--- src/rtl/mbx_stage_pkg.sv ---
package mbx_stage_pkg;

  typedef enum logic [1:0] {
    PH_FILL  = 2'd0,
    PH_DRAIN = 2'd1,
    PH_DONE  = 2'd2
  } phase_e;

  localparam logic [1:0] SEL_CTRL = 2'd0;
  localparam logic [1:0] SEL_STAT = 2'd1;
  localparam logic [1:0] SEL_WDAT = 2'd2;
  localparam logic [1:0] SEL_RDAT = 2'd3;

  localparam int CTRL_ABORT = 0;
  localparam int CTRL_GO    = 31;
  localparam int STAT_READY = 31;
  localparam int STAT_ERR   = 2;

  localparam int HDR_DW = 4;

  localparam logic [7:0]  OBJ_STAGE   = 8'h0B;
  localparam logic [31:0] CMD_LOAD    = 32'h0000_0003;
  localparam logic [31:0] END_MARK    = 32'hFFFF_FFFF;
  localparam logic [31:0] RESP_LEN_DW = 32'd4;

  localparam logic [31:0] RS_DONE_OK = 32'h0000_0001;
  localparam logic [31:0] RS_MORE    = 32'h0000_0003;
  localparam logic [31:0] RS_FAIL    = 32'h0000_0004;

endpackage

--- src/rtl/mbx_req_asm.sv ---
module mbx_req_asm
  import mbx_stage_pkg::*;
#(
  parameter int CHUNK_DW = 16,
  parameter int CNT_W    = 16,
  localparam int PTR_W   = (CHUNK_DW > 1) ? $clog2(CHUNK_DW) : 1
)(
  input  logic             clk,
  input  logic             rst_n,
  input  logic             flush,
  input  logic             push,
  input  logic             first,
  input  logic [31:0]      din,
  input  logic [PTR_W-1:0] rd_ptr,
  output logic [CNT_W-1:0] cnt,
  output logic [31:0]      len_dw,
  output logic [31:0]      cmd_lo,
  output logic [31:0]      cmd_hi,
  output logic [31:0]      rd_data
);

  localparam logic [CNT_W-1:0] CNT_SAT = '1;

  logic [CNT_W-1:0]    idx;
  logic [CHUNK_DW-1:0] slot_hit;
  logic [31:0]         mem [CHUNK_DW];

  // a request starting after a finished transaction restarts at index 0
  assign idx = first ? '0 : cnt;

  for (genvar g = 0; g < CHUNK_DW; g++) begin : g_slot
    assign slot_hit[g] = push && (idx == CNT_W'(HDR_DW + g));
  end

  always_ff @(posedge clk) begin
    if (!rst_n) begin
      cnt    <= '0;
      len_dw <= '0;
      cmd_lo <= '0;
      cmd_hi <= '0;
    end else if (flush) begin
      cnt <= '0;
    end else if (push) begin
      cnt <= (idx == CNT_SAT) ? idx : idx + CNT_W'(1);
      if (idx == CNT_W'(1)) len_dw <= din;
      if (idx == CNT_W'(2)) cmd_lo <= din;
      if (idx == CNT_W'(3)) cmd_hi <= din;
    end
  end

  always_ff @(posedge clk) begin
    for (int i = 0; i < CHUNK_DW; i++) begin
      if (slot_hit[i]) mem[i] <= din;
    end
  end

  assign rd_data = mem[rd_ptr];

endmodule

--- src/rtl/mbx_drain.sv ---
module mbx_drain #(
  parameter int CHUNK_DW = 16,
  localparam int PTR_W   = (CHUNK_DW > 1) ? $clog2(CHUNK_DW) : 1
)(
  input  logic             clk,
  input  logic             rst_n,
  input  logic             flush,
  input  logic             start,
  input  logic [PTR_W-1:0] last_idx,
  input  logic             out_rdy,
  output logic             out_vld,
  output logic             out_last,
  output logic [PTR_W-1:0] ptr,
  output logic             done
);

  logic             act_q;
  logic [PTR_W-1:0] ptr_q;
  logic [PTR_W-1:0] end_q;

  assign out_vld  = act_q;
  assign out_last = act_q && (ptr_q == end_q);
  assign done     = act_q && out_rdy && out_last;
  assign ptr      = ptr_q;

  always_ff @(posedge clk) begin
    if (!rst_n) begin
      act_q <= 1'b0;
      ptr_q <= '0;
      end_q <= '0;
    end else if (flush) begin
      act_q <= 1'b0;
      ptr_q <= '0;
    end else if (start) begin
      act_q <= 1'b1;
      ptr_q <= '0;
      end_q <= last_idx;
    end else if (act_q && out_rdy) begin
      if (out_last) act_q <= 1'b0;
      else          ptr_q <= ptr_q + PTR_W'(1);
    end
  end

endmodule

--- src/rtl/mbx_resp.sv ---
module mbx_resp
  import mbx_stage_pkg::*;
#(
  parameter logic [15:0] VENDOR_ID = 16'h5A3C,
  parameter int CHUNK_DW = 16,
  parameter int CNT_W    = 16,
  localparam int PTR_W   = (CHUNK_DW > 1) ? $clog2(CHUNK_DW) : 1
)(
  input  logic             clk,
  input  logic             rst_n,
  input  logic             flush,
  input  logic             go,
  input  logic             restart,
  input  logic             ack,
  input  logic [CNT_W-1:0] cnt,
  input  logic [31:0]      len_dw,
  input  logic [31:0]      cmd_lo,
  input  logic [31:0]      cmd_hi,
  input  logic [31:0]      img_len,
  output logic             bad,
  output logic [PTR_W-1:0] last_idx,
  output logic [31:0]      word
);

  localparam logic [CNT_W-1:0] MIN_CNT = CNT_W'(HDR_DW + 1);
  localparam logic [CNT_W-1:0] MAX_CNT = CNT_W'(HDR_DW + CHUNK_DW);

  logic [31:0]      cur_q;
  logic [31:0]      off_q;
  logic [31:0]      stat_q;
  logic [2:0]       ridx_q;
  logic [CNT_W-1:0] ndata;
  logic [31:0]      nbytes;
  logic [32:0]      next_sum;
  logic             end_hit;

  assign ndata    = cnt - CNT_W'(HDR_DW);
  assign nbytes   = 32'(ndata) << 2;
  assign next_sum = {1'b0, cur_q} + {1'b0, nbytes};
  assign end_hit  = next_sum >= {1'b0, img_len};
  assign last_idx = PTR_W'(ndata - CNT_W'(1));

  assign bad = (cnt < MIN_CNT) || (cnt > MAX_CNT) ||
               (len_dw != 32'(cnt)) ||
               (cmd_lo != CMD_LOAD) || (cmd_hi != '0);

  always_ff @(posedge clk) begin
    if (!rst_n) begin
      cur_q  <= '0;
      off_q  <= '0;
      stat_q <= '0;
      ridx_q <= '0;
    end else if (flush) begin
      cur_q  <= '0;
      ridx_q <= '0;
    end else begin
      if (go) begin
        if (bad) begin
          off_q  <= cur_q;
          stat_q <= RS_FAIL;
        end else if (end_hit) begin
          off_q  <= END_MARK;
          stat_q <= RS_DONE_OK;
          cur_q  <= '0;
        end else begin
          off_q  <= next_sum[31:0];
          stat_q <= RS_MORE;
          cur_q  <= next_sum[31:0];
        end
      end
      if (go || restart)                ridx_q <= '0;
      else if (ack && ridx_q != 3'd4)   ridx_q <= ridx_q + 3'd1;
    end
  end

  always_comb begin
    unique case (ridx_q)
      3'd0:    word = {8'h00, OBJ_STAGE, VENDOR_ID};
      3'd1:    word = RESP_LEN_DW;
      3'd2:    word = off_q;
      3'd3:    word = stat_q;
      default: word = '0;
    endcase
  end

endmodule

--- src/rtl/mbx_stage_target.sv ---
module mbx_stage_target
  import mbx_stage_pkg::*;
#(
  parameter logic [15:0] VENDOR_ID = 16'h5A3C,
  parameter int CHUNK_DW = 16,
  parameter int CNT_W    = 16
)(
  input  logic        clk,
  input  logic        rst_n,
  input  logic        reg_wr,
  input  logic [3:2]  reg_addr,
  input  logic [31:0] reg_wdata,
  output logic [31:0] reg_rdata,
  input  logic [31:0] img_len_bytes,
  output logic        chk_vld,
  input  logic        chk_rdy,
  output logic [31:0] chk_data,
  output logic        chk_last
);

  localparam int PTR_W = (CHUNK_DW > 1) ? $clog2(CHUNK_DW) : 1;

  phase_e           phase_q;
  logic             err_q;
  logic             ready_w;
  logic             wr_ctrl, wr_wdat, wr_rdat;
  logic             abort, go, push, restart, ack;
  logic [CNT_W-1:0] cnt;
  logic [31:0]      len_dw, cmd_lo, cmd_hi;
  logic             req_bad;
  logic [PTR_W-1:0] last_idx;
  logic [PTR_W-1:0] drain_ptr;
  logic             drain_done;
  logic [31:0]      resp_word;

  assign wr_ctrl = reg_wr && (reg_addr == SEL_CTRL);
  assign wr_wdat = reg_wr && (reg_addr == SEL_WDAT);
  assign wr_rdat = reg_wr && (reg_addr == SEL_RDAT);

  assign abort   = wr_ctrl && reg_wdata[CTRL_ABORT];
  assign go      = wr_ctrl && reg_wdata[CTRL_GO] && !reg_wdata[CTRL_ABORT] &&
                   (phase_q == PH_FILL);
  assign push    = wr_wdat && (phase_q != PH_DRAIN);
  assign restart = push && (phase_q == PH_DONE);
  assign ack     = wr_rdat && (phase_q == PH_DONE);
  assign ready_w = (phase_q == PH_DONE);

  mbx_req_asm #(.CHUNK_DW(CHUNK_DW), .CNT_W(CNT_W)) u_asm (
    .clk     (clk),
    .rst_n   (rst_n),
    .flush   (abort),
    .push    (push),
    .first   (restart),
    .din     (reg_wdata),
    .rd_ptr  (drain_ptr),
    .cnt     (cnt),
    .len_dw  (len_dw),
    .cmd_lo  (cmd_lo),
    .cmd_hi  (cmd_hi),
    .rd_data (chk_data)
  );

  mbx_resp #(.VENDOR_ID(VENDOR_ID), .CHUNK_DW(CHUNK_DW), .CNT_W(CNT_W)) u_resp (
    .clk      (clk),
    .rst_n    (rst_n),
    .flush    (abort),
    .go       (go),
    .restart  (restart),
    .ack      (ack),
    .cnt      (cnt),
    .len_dw   (len_dw),
    .cmd_lo   (cmd_lo),
    .cmd_hi   (cmd_hi),
    .img_len  (img_len_bytes),
    .bad      (req_bad),
    .last_idx (last_idx),
    .word     (resp_word)
  );

  mbx_drain #(.CHUNK_DW(CHUNK_DW)) u_drain (
    .clk      (clk),
    .rst_n    (rst_n),
    .flush    (abort),
    .start    (go && !req_bad),
    .last_idx (last_idx),
    .out_rdy  (chk_rdy),
    .out_vld  (chk_vld),
    .out_last (chk_last),
    .ptr      (drain_ptr),
    .done     (drain_done)
  );

  always_ff @(posedge clk) begin
    if (!rst_n) begin
      phase_q <= PH_FILL;
      err_q   <= 1'b0;
    end else if (abort) begin
      phase_q <= PH_FILL;
      err_q   <= 1'b0;
    end else begin
      unique case (phase_q)
        PH_FILL:  if (go) begin
                    phase_q <= req_bad ? PH_DONE : PH_DRAIN;
                    err_q   <= req_bad;
                  end
        PH_DRAIN: if (drain_done) phase_q <= PH_DONE;
        PH_DONE:  if (push) begin
                    phase_q <= PH_FILL;
                    err_q   <= 1'b0;
                  end
        default:  phase_q <= PH_FILL;
      endcase
    end
  end

  always_comb begin
    reg_rdata = '0;
    unique case (reg_addr)
      SEL_STAT: begin
        reg_rdata[STAT_READY] = ready_w;
        reg_rdata[STAT_ERR]   = err_q;
      end
      SEL_RDAT: reg_rdata = ready_w ? resp_word : '0;
      default:  reg_rdata = '0;
    endcase
  end

endmodule

--- config.mk ---
export PLATFORM = sky130hd
export DESIGN_NAME = mbx_stage_target
export DESIGN_NICKNAME = d
export VERILOG_FILES = /design/src/rtl/mbx_stage_pkg.sv /design/src/rtl/mbx_req_asm.sv /design/src/rtl/mbx_drain.sv /design/src/rtl/mbx_resp.sv /design/src/rtl/mbx_stage_target.sv
export SDC_FILE = /design/constraint.sdc
export NUM_CORES = 1
export LEC_CHECK = 0
export CAP_MARGIN = 5
export CORE_ASPECT_RATIO = 1.1
export CORE_MARGIN = 2
export CORE_UTILIZATION = 59
export CTS_BUF_LIST = sky130_fd_sc_hd__clkbuf_8
export DETAILED_ROUTE_END_ITERATION = 6
export HOLD_SLACK_MARGIN = 0.06
export PLACE_DENSITY = 0.78
export SLEW_MARGIN = 20
export SYNTH_ARGS = -nofsm -noshare
export SYNTH_HDL_FRONTEND = slang
export SYNTH_SLANG_ARGS = --single-unit
export TNS_END_PERCENT = 10
--- constraint.sdc ---
create_clock -name clk -period 7.9 [get_ports clk]
set_input_delay 1.58 -clock clk [delete_from_list [all_inputs] [get_ports clk]]
set_output_delay 1.58 -clock clk [all_outputs]
set_load 0.1 [all_outputs]
==> reports/results.ini <==
[power]
p_sw_w = 0.00152
power_frac_seq_pct = 56.0
powerDensity_nw_per_um2 = 208
p_comb_share_pct = 2.2
p_clk_share_pct = 41.8
switching_share_pct = 21.5
vdd_drop_max_uv = 118
p_leak_nw = 11.7
p_int_w = 0.00558
power.total_w = 0.00710

[logic_synthesis]
synthFlopType = edfxtp_1
synth_area_leaders = edfxtp_1, dfxtp_1, mux4_2
synth_nets = 2205
async_reset_ff_share_pct = 0
syn_avg_cell_area_um2 = 14.4
synth_most_common_cell = edfxtp_1
ys_seq_elements = 707
ys_warn_count = 0
synth_top_area_share_pct = 51.4
synth.distinct_cells = 67
synth_edf_count = 512
ys_seq_area_share_pct = 64.4
syn_area_um2 = 29900
synth_common_cells = edfxtp_1, nand2_1, dfxtp_1
synth_top_cell_by_area = edfxtp_1
syn_inst = 2074

[timing]
timing.final.crit_period_ps = 6840
skew_ps = 43.8
finalSetupViolations = 0
maxSlewHeadroom_pct = 31.1
hold_viol = 0
period_share_pct = 86.6
fmax_mhz = 146
grt_setup_unrepaired = false
tightest_slew_ps = 1030
fin_setup_tns_ps = 0
slew_violations = 0

[worst_hold_path]
hold_class = reg -> reg
min_to = u_resp.off_q[10]$_SDFFE_PN0P_
holdCritStartpoint = u_resp.off_q[10]$_SDFFE_PN0P_
hold_depth = 2

[critical_path]
rrSetupSlack_ps = 1060
cp.required_ps = 8560
r2r-start = u_asm.cnt[4]$_SDFFE_PP0P_
r2r-end = u_resp.cur_q[10]$_SDFFE_PP0P_
timing_worst_setup_path_type = reg -> reg
worstSetupEndpointType = flop
arrival_ps = 7500
r2r_cells = 21
path_max_fanout = 20
startpoint_type = flop

[global_routing]
antenna_found_initial = 2
grt_start_max_net_pins = 111
overflow = 0
grt_pass1_vias = 19200
grt_pass1_wl_mm = 114
grt_usage_pct = 29.3

[cts]
cts_hold_buf = 0
clockBufferDepth = 3
cts_resized = 0
cts_sinks = 707
numCtsBuffers = 105
worstSkewPairLatency_ps = 730
cts_tree = done
postCtsSetupBuffers = 0
root_buffer = clkbuf_8
path_clk_slew_ps = 60
h-tree-depth = 3

[die]
die_w_um = 219
start_util_pct = 59.7
ios = 136
row_count = 86
die_h_um = 240
die-area_um2 = 52600
core_region_area_um2 = 50100

[placed_design]
hpwlAfterDp_mm = 46.6
place_congestion = 0.934
io_buffers = 135

[routing]
dr.pass1.iters = 7
drc_errors = 0
via_per_inst = 6.31
num_vias = 18900
routedWlPerCell_um = 25.4
postRouteAntennaNets = 0
wirelength_mm = 75.9
drt_iter0_markers = 2117

[finish]
drive_gt1_share_pct = 16.5
nets = 2370
multi_input_area_um2 = 10100
seqCellArea_um2 = 19300
area_growth_pct = 14.2
fill_cells = 3404

[outcome]
outcome = completed

[flow_run]
drv_cap = 0

## registers in the layout, indices dropped and copies added (netlist names), named ones only
| name | flops |
|---|---|
| u_resp.cur_q | 30 |
| u_resp.ridx_q | 3 |
| u_asm.cmd_lo | 32 |
| u_asm.cmd_hi | 32 |
| u_resp.off_q | 31 |
| u_asm.mem | 512 |
| u_asm.cnt | 16 |
| u_resp.stat_q | 3 |
| u_asm.len_dw | 32 |
| u_drain.out_vld | 1 |
| u_drain.end_q | 4 |
| u_drain.ptr | 4 |
| phase_q | 2 |
| err_q | 1 |
## power by group through the flow
stage	registers [W]	clock network, W	logic (W)
after detailed placement	0.00406	0	0.000156
after global routing	0.00397	0.00315	0.000170
after CTS	0.00398	0.00299	0.000156
after global placement	0.00406	0	0.000149
final	0.00398	0.00296	0.000159
after floorplan	0.00405	0	0.0000534
## layout by cell type, fill, tap and decap left out, drive strengths merged, types with 19 or more instances in the layout
cell and count:
edfxtp 512, nor2 58, o21ai 33, and2 30, clkbuf 118, nor3 23, o221ai 19, buf 37
ha 60, nand4 30, clkdlybuf4s50 134, mux4 160, a21oi 54, nor4 50, a22o 24, xor2 36
clkinv 29, a21boi 98, xnor2 41, dfxtp 195, nand2 321, and3 27, nand3 23, inv 98
## worst max path at each step
stage,from,to,slack [ps],depth (start not counted)
floorplan,u_asm.cnt[5]$_SDFFE_PP0P_,u_resp.off_q[10]$_SDFFE_PN0P_,2010,23
global placement,u_asm.cnt[4]$_SDFFE_PP0P_,u_resp.cur_q[7]$_SDFFE_PP0P_,1320,22
detailed placement,u_asm.cnt[4]$_SDFFE_PP0P_,u_resp.cur_q[3]$_SDFFE_PP0P_,1290,21
CTS,u_asm.cnt[4]$_SDFFE_PP0P_,u_resp.cur_q[10]$_SDFFE_PP0P_,1260,22
global route,u_asm.cnt[4]$_SDFFE_PP0P_,u_resp.cur_q[16]$_SDFFE_PP0P_,710,21
finish,u_asm.cnt[4]$_SDFFE_PP0P_,u_resp.cur_q[10]$_SDFFE_PP0P_,1060,21
## critical path, stage by stage (launching register included)
cell	delay [ps]
dfxtp_1	440
or4_1	650
nor4_1	410
nor3b_1	280
xor2_1	180
ha_1	320
nand4_1	140
nor2_1	50
a2111oi_0	850
a21oi_1	220
o311ai_0	860
xnor2_1	200
ha_1	340
nand2_1	70
o21ai_0	80
nand2b_1	70
a211oi_1	60
o41ai_1	350
buf_4	240
and4_1	450
buf_4	340
a22o_1	170
## layer usage
metal	vias up	GRT usage [%]	routed length, µm	share of wire [%]
li1	8273	-	-	-
met1	9515	37.7	28700	38
met2	943	50.0	38900	51
met3	152	4.44	5990	7.9
met4	0	11.9	2350	3.1
met5	-	0	0	0
## area by class of cell
type	count	share of cell area, %
Timing Repair Buffer	171	4.82
Clock inverter	79	1.49
Tap cell	660	2.42
Inverter	57	0.626
Multi-Input combinational cell	1197	29.4
Sequential cell	707	56.4
Clock buffer	118	4.75
Antenna cell	2	0.0146
## through the flow
stage	util, %	worst slack (ps)	instance area (µm²)	instances	hold slack [ps]
2_1_floorplan	-	2010	29900	2074	407
3_3_place_gp	63.8	1320	32000	2791	422
3_5_place_dp	63.9	1290	32000	2792	426
4_1_cts	68.1	1260	34200	2989	437
5_1_grt	68.2	708	34200	2991	454
6_report	68.2	1060	34200	2991	434
## cells by family after synthesis
family,Yosys count,synth area share [%]
XOR/XNOR,77,2.25
buffers and inverters,170,2.17
flip-flops,707,64.4
adder cells (fa/ha/maj),61,2.57
multiplexers,163,12.1
AO/OA/AOI/OAI,291,6.90
AND/OR/NAND/NOR,605,9.57
No activity file was read; power rests on OpenSTA's default activity.
